`config.mk`:
```
export PLATFORM = sky130hd
export DESIGN_NAME = wdog_steer
export DESIGN_NICKNAME = d
export VERILOG_FILES = /design/src/rtl/wdog_pkg.sv /design/src/rtl/wdog_tick_sel.sv /design/src/rtl/wdog_timer.sv /design/src/rtl/wdog_cfg_reg.sv /design/src/rtl/wdog_resp.sv /design/src/rtl/wdog_steer.sv
export SDC_FILE = /design/constraint.sdc
export NUM_CORES = 1
export LEC_CHECK = 0
export ABC_AREA = 1
export CORE_ASPECT_RATIO = 0.8
export CORE_MARGIN = 2
export CORE_UTILIZATION = 42
export DETAILED_ROUTE_END_ITERATION = 6
export HOLD_SLACK_MARGIN = 0.12
export PLACE_DENSITY = 0.74
export SKIP_CTS_REPAIR_TIMING = 1
export SLEW_MARGIN = 10
export SYNTH_ARGS = -nofsm -noshare
export SYNTH_HDL_FRONTEND = slang
export SYNTH_SLANG_ARGS = --single-unit
```
`constraint.sdc`:
```
create_clock -name clk -period 0.8 [get_ports clk]
set_clock_uncertainty 0.05 [all_clocks]
set_input_delay 0.08 -clock clk [delete_from_list [all_inputs] [get_ports clk]]
set_output_delay 0.08 -clock clk [all_outputs]
set_load 0.1 [all_outputs]
```
`src/rtl/wdog_pkg.sv`:
```
package wdog_pkg;
  localparam int WD_MULT_W = 5;
  localparam int WD_RES_W  = 2;
  localparam int WD_CFG_W  = 1 + WD_MULT_W + WD_RES_W;

  typedef enum logic [WD_RES_W-1:0] {
    RES_SIXTEENTH = 2'd0,
    RES_QUARTER   = 2'd1,
    RES_ONE_SEC   = 2'd2,
    RES_FOUR_SEC  = 2'd3
  } wd_res_e;
endpackage

```
`src/rtl/wdog_tick_sel.sv`:
```
module wdog_tick_sel #(
  parameter int RES_W = wdog_pkg::WD_RES_W
) (
  input  logic [(1<<RES_W)-1:0] tick_base,
  input  logic [RES_W-1:0]      res_code,
  output logic                  sel_tick
);
  localparam int NUM_BASE = 1 << RES_W;

  logic [NUM_BASE-1:0] hit;

  for (genvar g = 0; g < NUM_BASE; g++) begin : g_base
    assign hit[g] = tick_base[g] && (res_code == RES_W'(g));
  end

  assign sel_tick = |hit;
endmodule

```
`src/rtl/wdog_timer.sv`:
```
module wdog_timer #(
  parameter int MULT_W = wdog_pkg::WD_MULT_W
) (
  input  logic              clk,
  input  logic              rst_n,
  input  logic              restart,
  input  logic [MULT_W-1:0] mult,
  input  logic              sel_tick,
  output logic              expire
);
  logic [MULT_W-1:0] cnt_q, cnt_d;
  logic              cnt_en;
  logic              armed;
  logic [MULT_W:0]   cnt_inc;

  assign armed   = (mult != '0);
  assign cnt_inc = {1'b0, cnt_q} + (MULT_W+1)'(1);

  always_comb begin
    cnt_d  = cnt_q;
    expire = 1'b0;
    cnt_en = 1'b0;
    if (restart || !armed) begin
      cnt_d  = '0;
      cnt_en = 1'b1;
    end else if (sel_tick) begin
      cnt_en = 1'b1;
      if (cnt_inc >= {1'b0, mult}) begin
        expire = 1'b1;
        cnt_d  = '0;
      end else begin
        cnt_d = cnt_inc[MULT_W-1:0];
      end
    end
  end

  always_ff @(posedge clk or negedge rst_n) begin
    if (!rst_n) begin
      cnt_q <= '0;
    end else if (cnt_en) begin
      cnt_q <= cnt_d;
    end
  end
endmodule

```
`src/rtl/wdog_cfg_reg.sv`:
```
module wdog_cfg_reg #(
  parameter int CFG_W = wdog_pkg::WD_CFG_W
) (
  input  logic             clk,
  input  logic             rst_n,
  input  logic             wr_en,
  input  logic [CFG_W-1:0] wdata,
  input  logic             self_clr,
  output logic [CFG_W-1:0] cfg_q
);
  logic [CFG_W-1:0] cfg_d;
  logic             cfg_en;

  always_comb begin
    cfg_d  = cfg_q;
    cfg_en = 1'b0;
    if (wr_en) begin
      cfg_d  = wdata;
      cfg_en = 1'b1;
    end else if (self_clr) begin
      cfg_d  = '0;
      cfg_en = 1'b1;
    end
  end

  always_ff @(posedge clk or negedge rst_n) begin
    if (!rst_n) begin
      cfg_q <= '0;
    end else if (cfg_en) begin
      cfg_q <= cfg_d;
    end
  end
endmodule

```
`src/rtl/wdog_resp.sv`:
```
module wdog_resp #(
  parameter int PULSE_TICKS = 2
) (
  input  logic clk,
  input  logic rst_n,
  input  logic expire,
  input  logic steer,
  input  logic flag_clr,
  input  logic pulse_tick,
  output logic flag_q,
  output logic pulse_q,
  output logic ft_clr_q,
  output logic cfg_clr
);
  localparam int PW = (PULSE_TICKS > 1) ? $clog2(PULSE_TICKS) : 1;
  localparam logic [PW-1:0] PLAST = PW'(PULSE_TICKS - 1);

  logic          to_irq, to_rst;
  logic          flag_d, flag_en;
  logic          pulse_d, pulse_en;
  logic [PW-1:0] pcnt_q, pcnt_d;

  assign to_irq  = expire && !steer;
  assign to_rst  = expire && steer;
  assign cfg_clr = to_rst;

  always_comb begin
    flag_d  = flag_q;
    flag_en = 1'b0;
    if (to_irq) begin
      flag_d  = 1'b1;
      flag_en = 1'b1;
    end else if (flag_clr) begin
      flag_d  = 1'b0;
      flag_en = 1'b1;
    end
  end

  always_comb begin
    pulse_d  = pulse_q;
    pcnt_d   = pcnt_q;
    pulse_en = 1'b0;
    if (to_rst) begin
      pulse_d  = 1'b1;
      pcnt_d   = '0;
      pulse_en = 1'b1;
    end else if (pulse_q && pulse_tick) begin
      pulse_en = 1'b1;
      if (pcnt_q == PLAST) begin
        pulse_d = 1'b0;
        pcnt_d  = '0;
      end else begin
        pcnt_d = pcnt_q + PW'(1);
      end
    end
  end

  always_ff @(posedge clk or negedge rst_n) begin
    if (!rst_n) begin
      flag_q <= 1'b0;
    end else if (flag_en) begin
      flag_q <= flag_d;
    end
  end

  always_ff @(posedge clk or negedge rst_n) begin
    if (!rst_n) begin
      pulse_q <= 1'b0;
      pcnt_q  <= '0;
    end else if (pulse_en) begin
      pulse_q <= pulse_d;
      pcnt_q  <= pcnt_d;
    end
  end

  always_ff @(posedge clk or negedge rst_n) begin
    if (!rst_n) begin
      ft_clr_q <= 1'b0;
    end else begin
      ft_clr_q <= to_rst;
    end
  end
endmodule

```
`src/rtl/wdog_steer.sv`:
```
module wdog_steer #(
  parameter int MULT_W      = wdog_pkg::WD_MULT_W,
  parameter int RES_W       = wdog_pkg::WD_RES_W,
  parameter int PULSE_TICKS = 2
) (
  input  logic                      clk,
  input  logic                      rst_n,
  input  logic                      reg_wr_i,
  input  logic                      reg_rd_i,
  input  logic [MULT_W+RES_W:0]     reg_wdata_i,
  input  logic                      flag_rd_i,
  input  logic [(1<<RES_W)-1:0]     tick_base_i,
  output logic [MULT_W+RES_W:0]     cfg_q_o,
  output logic                      irq_n_o,
  output logic                      rst_pulse_n_o,
  output logic                      wdog_flag_o,
  output logic                      ft_clr_o
);
  localparam int CFG_W     = 1 + MULT_W + RES_W;
  localparam int STEER_BIT = CFG_W - 1;
  localparam int MULT_LSB  = RES_W;

  logic [1:0]        rst_pipe;
  logic              rst_n_s;
  logic              access;
  logic              sel_tick;
  logic              expire;
  logic              cfg_clr;
  logic              flag_q, pulse_q, ft_clr_q;
  logic [CFG_W-1:0]  cfg_q;
  logic [MULT_W-1:0] mult;
  logic [RES_W-1:0]  res_code;
  logic              steer;

  always_ff @(posedge clk or negedge rst_n) begin
    if (!rst_n) begin
      rst_pipe <= '0;
    end else begin
      rst_pipe <= {rst_pipe[0], 1'b1};
    end
  end
  assign rst_n_s = rst_pipe[1];

  assign access   = reg_wr_i || reg_rd_i;
  assign mult     = cfg_q[MULT_LSB +: MULT_W];
  assign res_code = cfg_q[RES_W-1:0];
  assign steer    = cfg_q[STEER_BIT];

  wdog_cfg_reg #(.CFG_W(CFG_W)) u_cfg (
    .clk      (clk),
    .rst_n    (rst_n_s),
    .wr_en    (reg_wr_i),
    .wdata    (reg_wdata_i),
    .self_clr (cfg_clr),
    .cfg_q    (cfg_q)
  );

  wdog_tick_sel #(.RES_W(RES_W)) u_sel (
    .tick_base (tick_base_i),
    .res_code  (res_code),
    .sel_tick  (sel_tick)
  );

  wdog_timer #(.MULT_W(MULT_W)) u_timer (
    .clk      (clk),
    .rst_n    (rst_n_s),
    .restart  (access),
    .mult     (mult),
    .sel_tick (sel_tick),
    .expire   (expire)
  );

  wdog_resp #(.PULSE_TICKS(PULSE_TICKS)) u_resp (
    .clk        (clk),
    .rst_n      (rst_n_s),
    .expire     (expire),
    .steer      (steer),
    .flag_clr   (flag_rd_i || access),
    .pulse_tick (tick_base_i[0]),
    .flag_q     (flag_q),
    .pulse_q    (pulse_q),
    .ft_clr_q   (ft_clr_q),
    .cfg_clr    (cfg_clr)
  );

  assign cfg_q_o       = cfg_q;
  assign irq_n_o       = !flag_q;
  assign wdog_flag_o   = flag_q;
  assign rst_pulse_n_o = !pulse_q;
  assign ft_clr_o      = ft_clr_q;
endmodule

```
## After elaboration in Yosys (flattened, before gate mapping)

Cells that the tools add are included.

| word-level totals | value |
|---|---|
| register bits | 19 |
| output and inout port bits | 12 |

| cells by class | value |
|---|---|
| add/sub/neg operators | 2 |
| $lt $le $gt $ge | 1 |
| equality and inequality tests | 3 |
| mux-type cells | 24 |
| reductions and logical operators | 27 |

Operator list:

| cell | count |
|---|---|
| 1-bit 2-to-1 mux | 19 |
| 8-bit 2-to-1 mux | 2 |
| 5-bit 2-to-1 mux | 3 |
| 2-bit nonzero test | 5 |
| 2-bit AND reduction | 4 |
| 1-bit logical AND | 7 |
| 5-bit by 1-bit adder with 6-bit output (second input constant) | 1 |
| 6-bit by 5-bit greater-or-equal comparator with 1-bit output | 1 |
| 5-bit nonzero test | 1 |
| 2-bit == test (second input constant) | 2 |
| 1-bit logical NOT | 4 |
| 4-bit OR reduction | 1 |
| 1-bit logical OR | 3 |
| 3-bit AND reduction | 1 |
| 2-bit by 1-bit == test with 1-bit output (second input constant) | 1 |
| 2-bit logical NOT | 1 |
| 1-bit adder (second input constant) | 1 |

## Depth between registers and ports, before layout

| logic depth | value |
|---|---|
| depth after elaboration | 9 |
| gate-level depth with buffers | 12 |

## Cells and area by module

Synthesis repeated with hierarchy kept, for this count alone.

| unflattened totals | value |
|---|---|
| cells, all modules | 133 |
| area, all modules | 1,067.3 µm² |

Modules (own cells, without submodules):

| module | times used | cells each | area an instance (µm²) | sequential area each (µm²) |
|---|---|---|---|---|
| wdog_timer | 1 | 62 | 464.2 | 125.1 |
| wdog_cfg_reg | 1 | 34 | 321.6 | 200.2 |
| wdog_resp | 1 | 15 | 151.4 | 100.1 |
| wdog_steer | 1 | 9 | 78.8 | 50.0 |
| wdog_tick_sel | 1 | 13 | 51.3 | 0.0 |

## Worst setup path before layout

No wires, ideal clock.

| timing | value |
|---|---|
| path kind | reg-to-reg |
| start | register u_cfg.cfg_q[5] |
| end | register u_resp.pulse_q |
| arrival time | 1.906 ns |
| setup slack | -1.318 ns |
| cell stages (with the launch flop) | 11 |
| path buffers | 0 |
| period minus slack after synthesis | 2.118 ns |
| cell sequence | dfrtp_1 > inv_1 > ha_1 > nand2_1 > nand2_1 > nand2_1 > nand2_1 > nor2_1 > nand2_1 > nand3_4 > o21ai_0 |

| between the ends | value |
|---|---|
| longest elaborated chain between the ends | 7 |
| elaborated cells between the ends (all ways) | 13 |
| those cells by class | order compare (1); mux (5); reduce/logical (7) |

Ends and longest elaborated chain:

| item | line | source |
|---|---|---|
| start: declaration | wdog_cfg_reg.sv:9 | `output logic [CFG_W-1:0] cfg_q` |
| start signal: assignment | wdog_cfg_reg.sv:30 | `cfg_q <= cfg_d;` |
| 6-bit by 5-bit greater-or-equal comparator with 1-bit output or 5-bit nonzero test (tied branches) | wdog_timer.sv:28, wdog_timer.sv:16 |  |
| 1-bit 2-to-1 mux or 1-bit logical NOT (tied branches) | wdog_timer.sv:28, wdog_timer.sv:23 |  |
| 1-bit 2-to-1 mux or 1-bit logical OR (tied branches) | wdog_timer.sv:26, wdog_timer.sv:23 |  |
| 1-bit 2-to-1 mux * | wdog_timer.sv:23 | `if (restart \|\| !armed) begin` |
| 1-bit logical AND * | wdog_resp.sv:24 | `assign to_rst = expire && steer;` |
| 2-bit nonzero test (no source line) or 1-bit 2-to-1 mux (tied branches) | n/a |  |
| 3-bit AND reduction (no source line) | n/a |  |
| end signal: assignment | wdog_resp.sv:71 | `pulse_q <= pulse_d;` |
| end: declaration | wdog_resp.sv:11 | `output logic pulse_q,` |

Mark *: on every way between the ends. The rest lies on a longest branch, timed or not.
A chain may end at the register's enable or synchronous reset.

## Worst setup path in the final report

| timing | value |
|---|---|
| start | register u_timer.cnt_q[0] |
| end | register u_timer.cnt_q[0] |

| between the ends | value |
|---|---|
| longest elaborated chain between the ends | 5 |

Ends and longest elaborated chain:

| item | line | source |
|---|---|---|
| start: declaration | wdog_timer.sv:11 | `logic [MULT_W-1:0] cnt_q, cnt_d;` |
| start signal: assignment | wdog_timer.sv:41 | `cnt_q <= cnt_d;` |
| 5-bit by 1-bit adder with 6-bit output * | wdog_timer.sv:17 | `assign cnt_inc = {1'b0, cnt_q} + (MULT_W+1)'(1);` |
| 6-bit by 5-bit greater-or-equal comparator with 1-bit output | wdog_timer.sv:28 | `if (cnt_inc >= {1'b0, mult}) begin` |
| 5-bit 2-to-1 mux * | wdog_timer.sv:28 |  |
| 5-bit 2-to-1 mux * | wdog_timer.sv:26 | `end else if (sel_tick) begin` |
| 5-bit 2-to-1 mux * | wdog_timer.sv:23 |  |

Mark *: on every way between the ends. The rest lies on a longest branch, timed or not. The select of a mux whose other input is x is not followed.

==> results.md <==
* Hold WC Path Type: reg2async
* Synth warnings at 0
* Die area at 2850 um2
* Max incr delay on CP at 0.46 ns
* Setup crit start kind: register
* Placer congestion estimate at 0.866
* Chip width at 59.2 um
* Synthesized net count at 148
* Leak Pwr at 0.939 nW
* Tot Pwr at 3.23 mW
* Port buffer count at 28
* # IOs at 29
* # setup viols final at 29
* Row cnt at 15
* Maximum vdd drop at 1.68 mV
* Vias in the first global route at 991
* CTS clk-pin slew, worst paths at 0.12 ns
* DRT antenna net count at 0
* Initial Util at 45.8%
* Commonest non-fill, non-tap cell in the layout: nand2_1
* Root buf cell: clkbuf_4
* Final WL at 3.79 mm
* All-layer global routing usage at 20.9%
* Global-route wire length before repair at 4.26 mm
* Slowest cell on crit path: dfrtp_2
* Post-place setup slack at -1.19 ns
* Minimum clock period at 2.11 ns
* Syn_area_per_cell at 8.18 um2
* H-tree depth at 1
* Share of the synthesized area in the top cell type at 46.5%
* Synth cell types at 20
* Clk buf depth at 2
* Chip Height at 48.1 um
* Placed cell areas at 1670 um2
* Failing checks: negative setup slack
* Share of cells above drive strength 1 at 48.7%
* FILL cells at 105
* Max-Cap Viols at 0
* DR vias/cell at 5.49
* Crit end category: register
* Crit-path cells: nand3_4, xnor2_2, ha_1, nand2_1, nand2_1, nand2_1, nand2_2, nor2_4, nand2_8, inv_6, nand2_4, o21ai_2
* PD cells at 1640 nW/um2
* Worst setup path start: u_timer.cnt_q[0]$_DFFE_PN0P_
* Ranking of synthesized cells by area: dfrtp_1 (47%), nand2_1 (16%), nand3_1 (7.8%)
* WL per Instance at 17.9 um
* R2r startpoint: u_timer.cnt_q[0]$_DFFE_PN0P_
* Finished Cell Area at 1970 um2
* FMAX at 0.474 GHz
* Post-DP HPWL at 2.13 mm
* Core area at 2230 um2
* Initial DRC count at 46
* Status: finished with violations
* DRC Markers at 0
* CTS tree: done
* Antenna violations before repair at 0
* Leading area contributor after synthesis: dfrtp_1
* Total Nets Final at 211
* Slew Viols, Final at 0
* R2R setup slack at -1.31 ns
* Antenna cell count at 0
* Sink Count at 19
* Register area share after synthesis at 46.5%
* Clk Latency, worst-skew pair at 0.30 ns
* Final period utilization at 264%
* Largest net degree at the start of global routing at 18
* Drt pass-1 iters at 4
* Commonest non-fill, non-tap cells in the layout: nand2_1 (38), buf_4 (21), clkdlybuf4s50_1 (16), inv_1 (13), buf_12 (13)
* Synth Instances at 125
* DR vias at 1,163
* Critical path type: reg2reg
* CP most frequent cell: nand2_1
* Cell area after synthesis at 1020 um2
* Maximum fanout along the worst path at 5
* Endpoints failing hold at 0
* Grt total ovfl at 0
* RSZ-0062 raised after global routing: true
* Synth-to-layout area growth at 93.0%
* Total CTS buffers at 3
* WP data required at 0.97 ns
* Yosys reg bits at 19
* Critical Path AT at 2.28 ns
* Final worst slack at -1.31 ns
stage by stage:
step / util [%] / std cells / setup TNS (ns) / hold slack (ns)
5_1_grt: 88.3 / 212 / -27.38 / 0.175
6_report: 88.3 / 212 / -25.72 / 0.144
3_5_place_dp: 74.6 / 199 / -19.12 / 0.138
4_1_cts: 75.9 / 203 / -23.50 / -0.129
3_3_place_gp: 74.6 / 199 / -17.07 / 0.138
2_1_floorplan: - / 125 / -16.63 / -0.266
worst max-delay path, delay by kind of cell, from the launching register on:
family,cells,cell delay (ns)
and+or+nand+nor,8,0.75
adders and majority gates,1,0.30
buffers and inverters,1,0.09
xor gates and xnor gates,1,0.23
DFF,1,0.46
AOI/OAI and AO/OA,1,0.16
cell type report:
class	count	area (um2)	share of cell area [%]
Multi-Input combinational cell	88	657	33.3
Tap cell	25	31.3	1.59
Timing Repair Buffer	59	678	34.4
Inverter	17	76.3	3.87
Clock buffer	3	22.5	1.14
Clock inverter	1	5.00	0.254
Sequential cell	19	503	25.5
state kept, by name, indices dropped and copies added, names as in the netlist:
name	cells
rst_pipe	2
u_cfg.cfg_q	8
u_resp.flag_q	1
u_resp.ft_clr_q	1
u_resp.pcnt_q	1
u_resp.pulse_q	1
u_timer.cnt_q	5
path summary, 6_finish.rpt:
kind                                                     end  cells after the start
worst min register to register  u_timer.cnt_q[1]$_DFFE_PN0P_                      1
worst min-delay path            u_timer.cnt_q[1]$_DFFE_PN0P_                      1
worst max-delay path            u_timer.cnt_q[0]$_DFFE_PN0P_                     12
min in group clk                  u_cfg.cfg_q[3]$_DFFE_PN0P_                      3
max in group asynchronous              rst_pipe[1]$_DFF_PN0_                      2
worst max register to register  u_timer.cnt_q[0]$_DFFE_PN0P_                     12
power by group:
group | switching [mW] | internal (mW)
logic | 0.915 | 0.647
clock network | 0.321 | 0.186
registers | 0.0844 | 1.07
total | 1.32 | 1.91
synthesized netlist by cell type, drive strengths merged:
library cell,n
xnor2,2
nand3b,1
dfrtp,19
nor2,8
inv,17
ha,6
and3,1
conb,1
nand3,18
o21ai,4
xor2,1
nand2,44
a21oi,1
buf,2
metal layers:
layer  track usage (%)  share of wire [%]
met4              9.09                3.9
met1              23.7                 37
met3              3.98                8.5
met2              39.8                 50
met5                 0                  0
cells by family (layout without fill, tap and decap cells):
family          count (synthesis)  after routing  synth area share, %
compound gates                  5              5                 2.45
xor+xnor                        3              3                 2.57
fa+ha+maj                       6              6                 7.34
buf+inv                        19             80                 8.08
flops                          19             19                 46.5
other cells                     1              1                0.367
simple gates                   72             73                 32.7
Power figures use the tool's default switching activity.
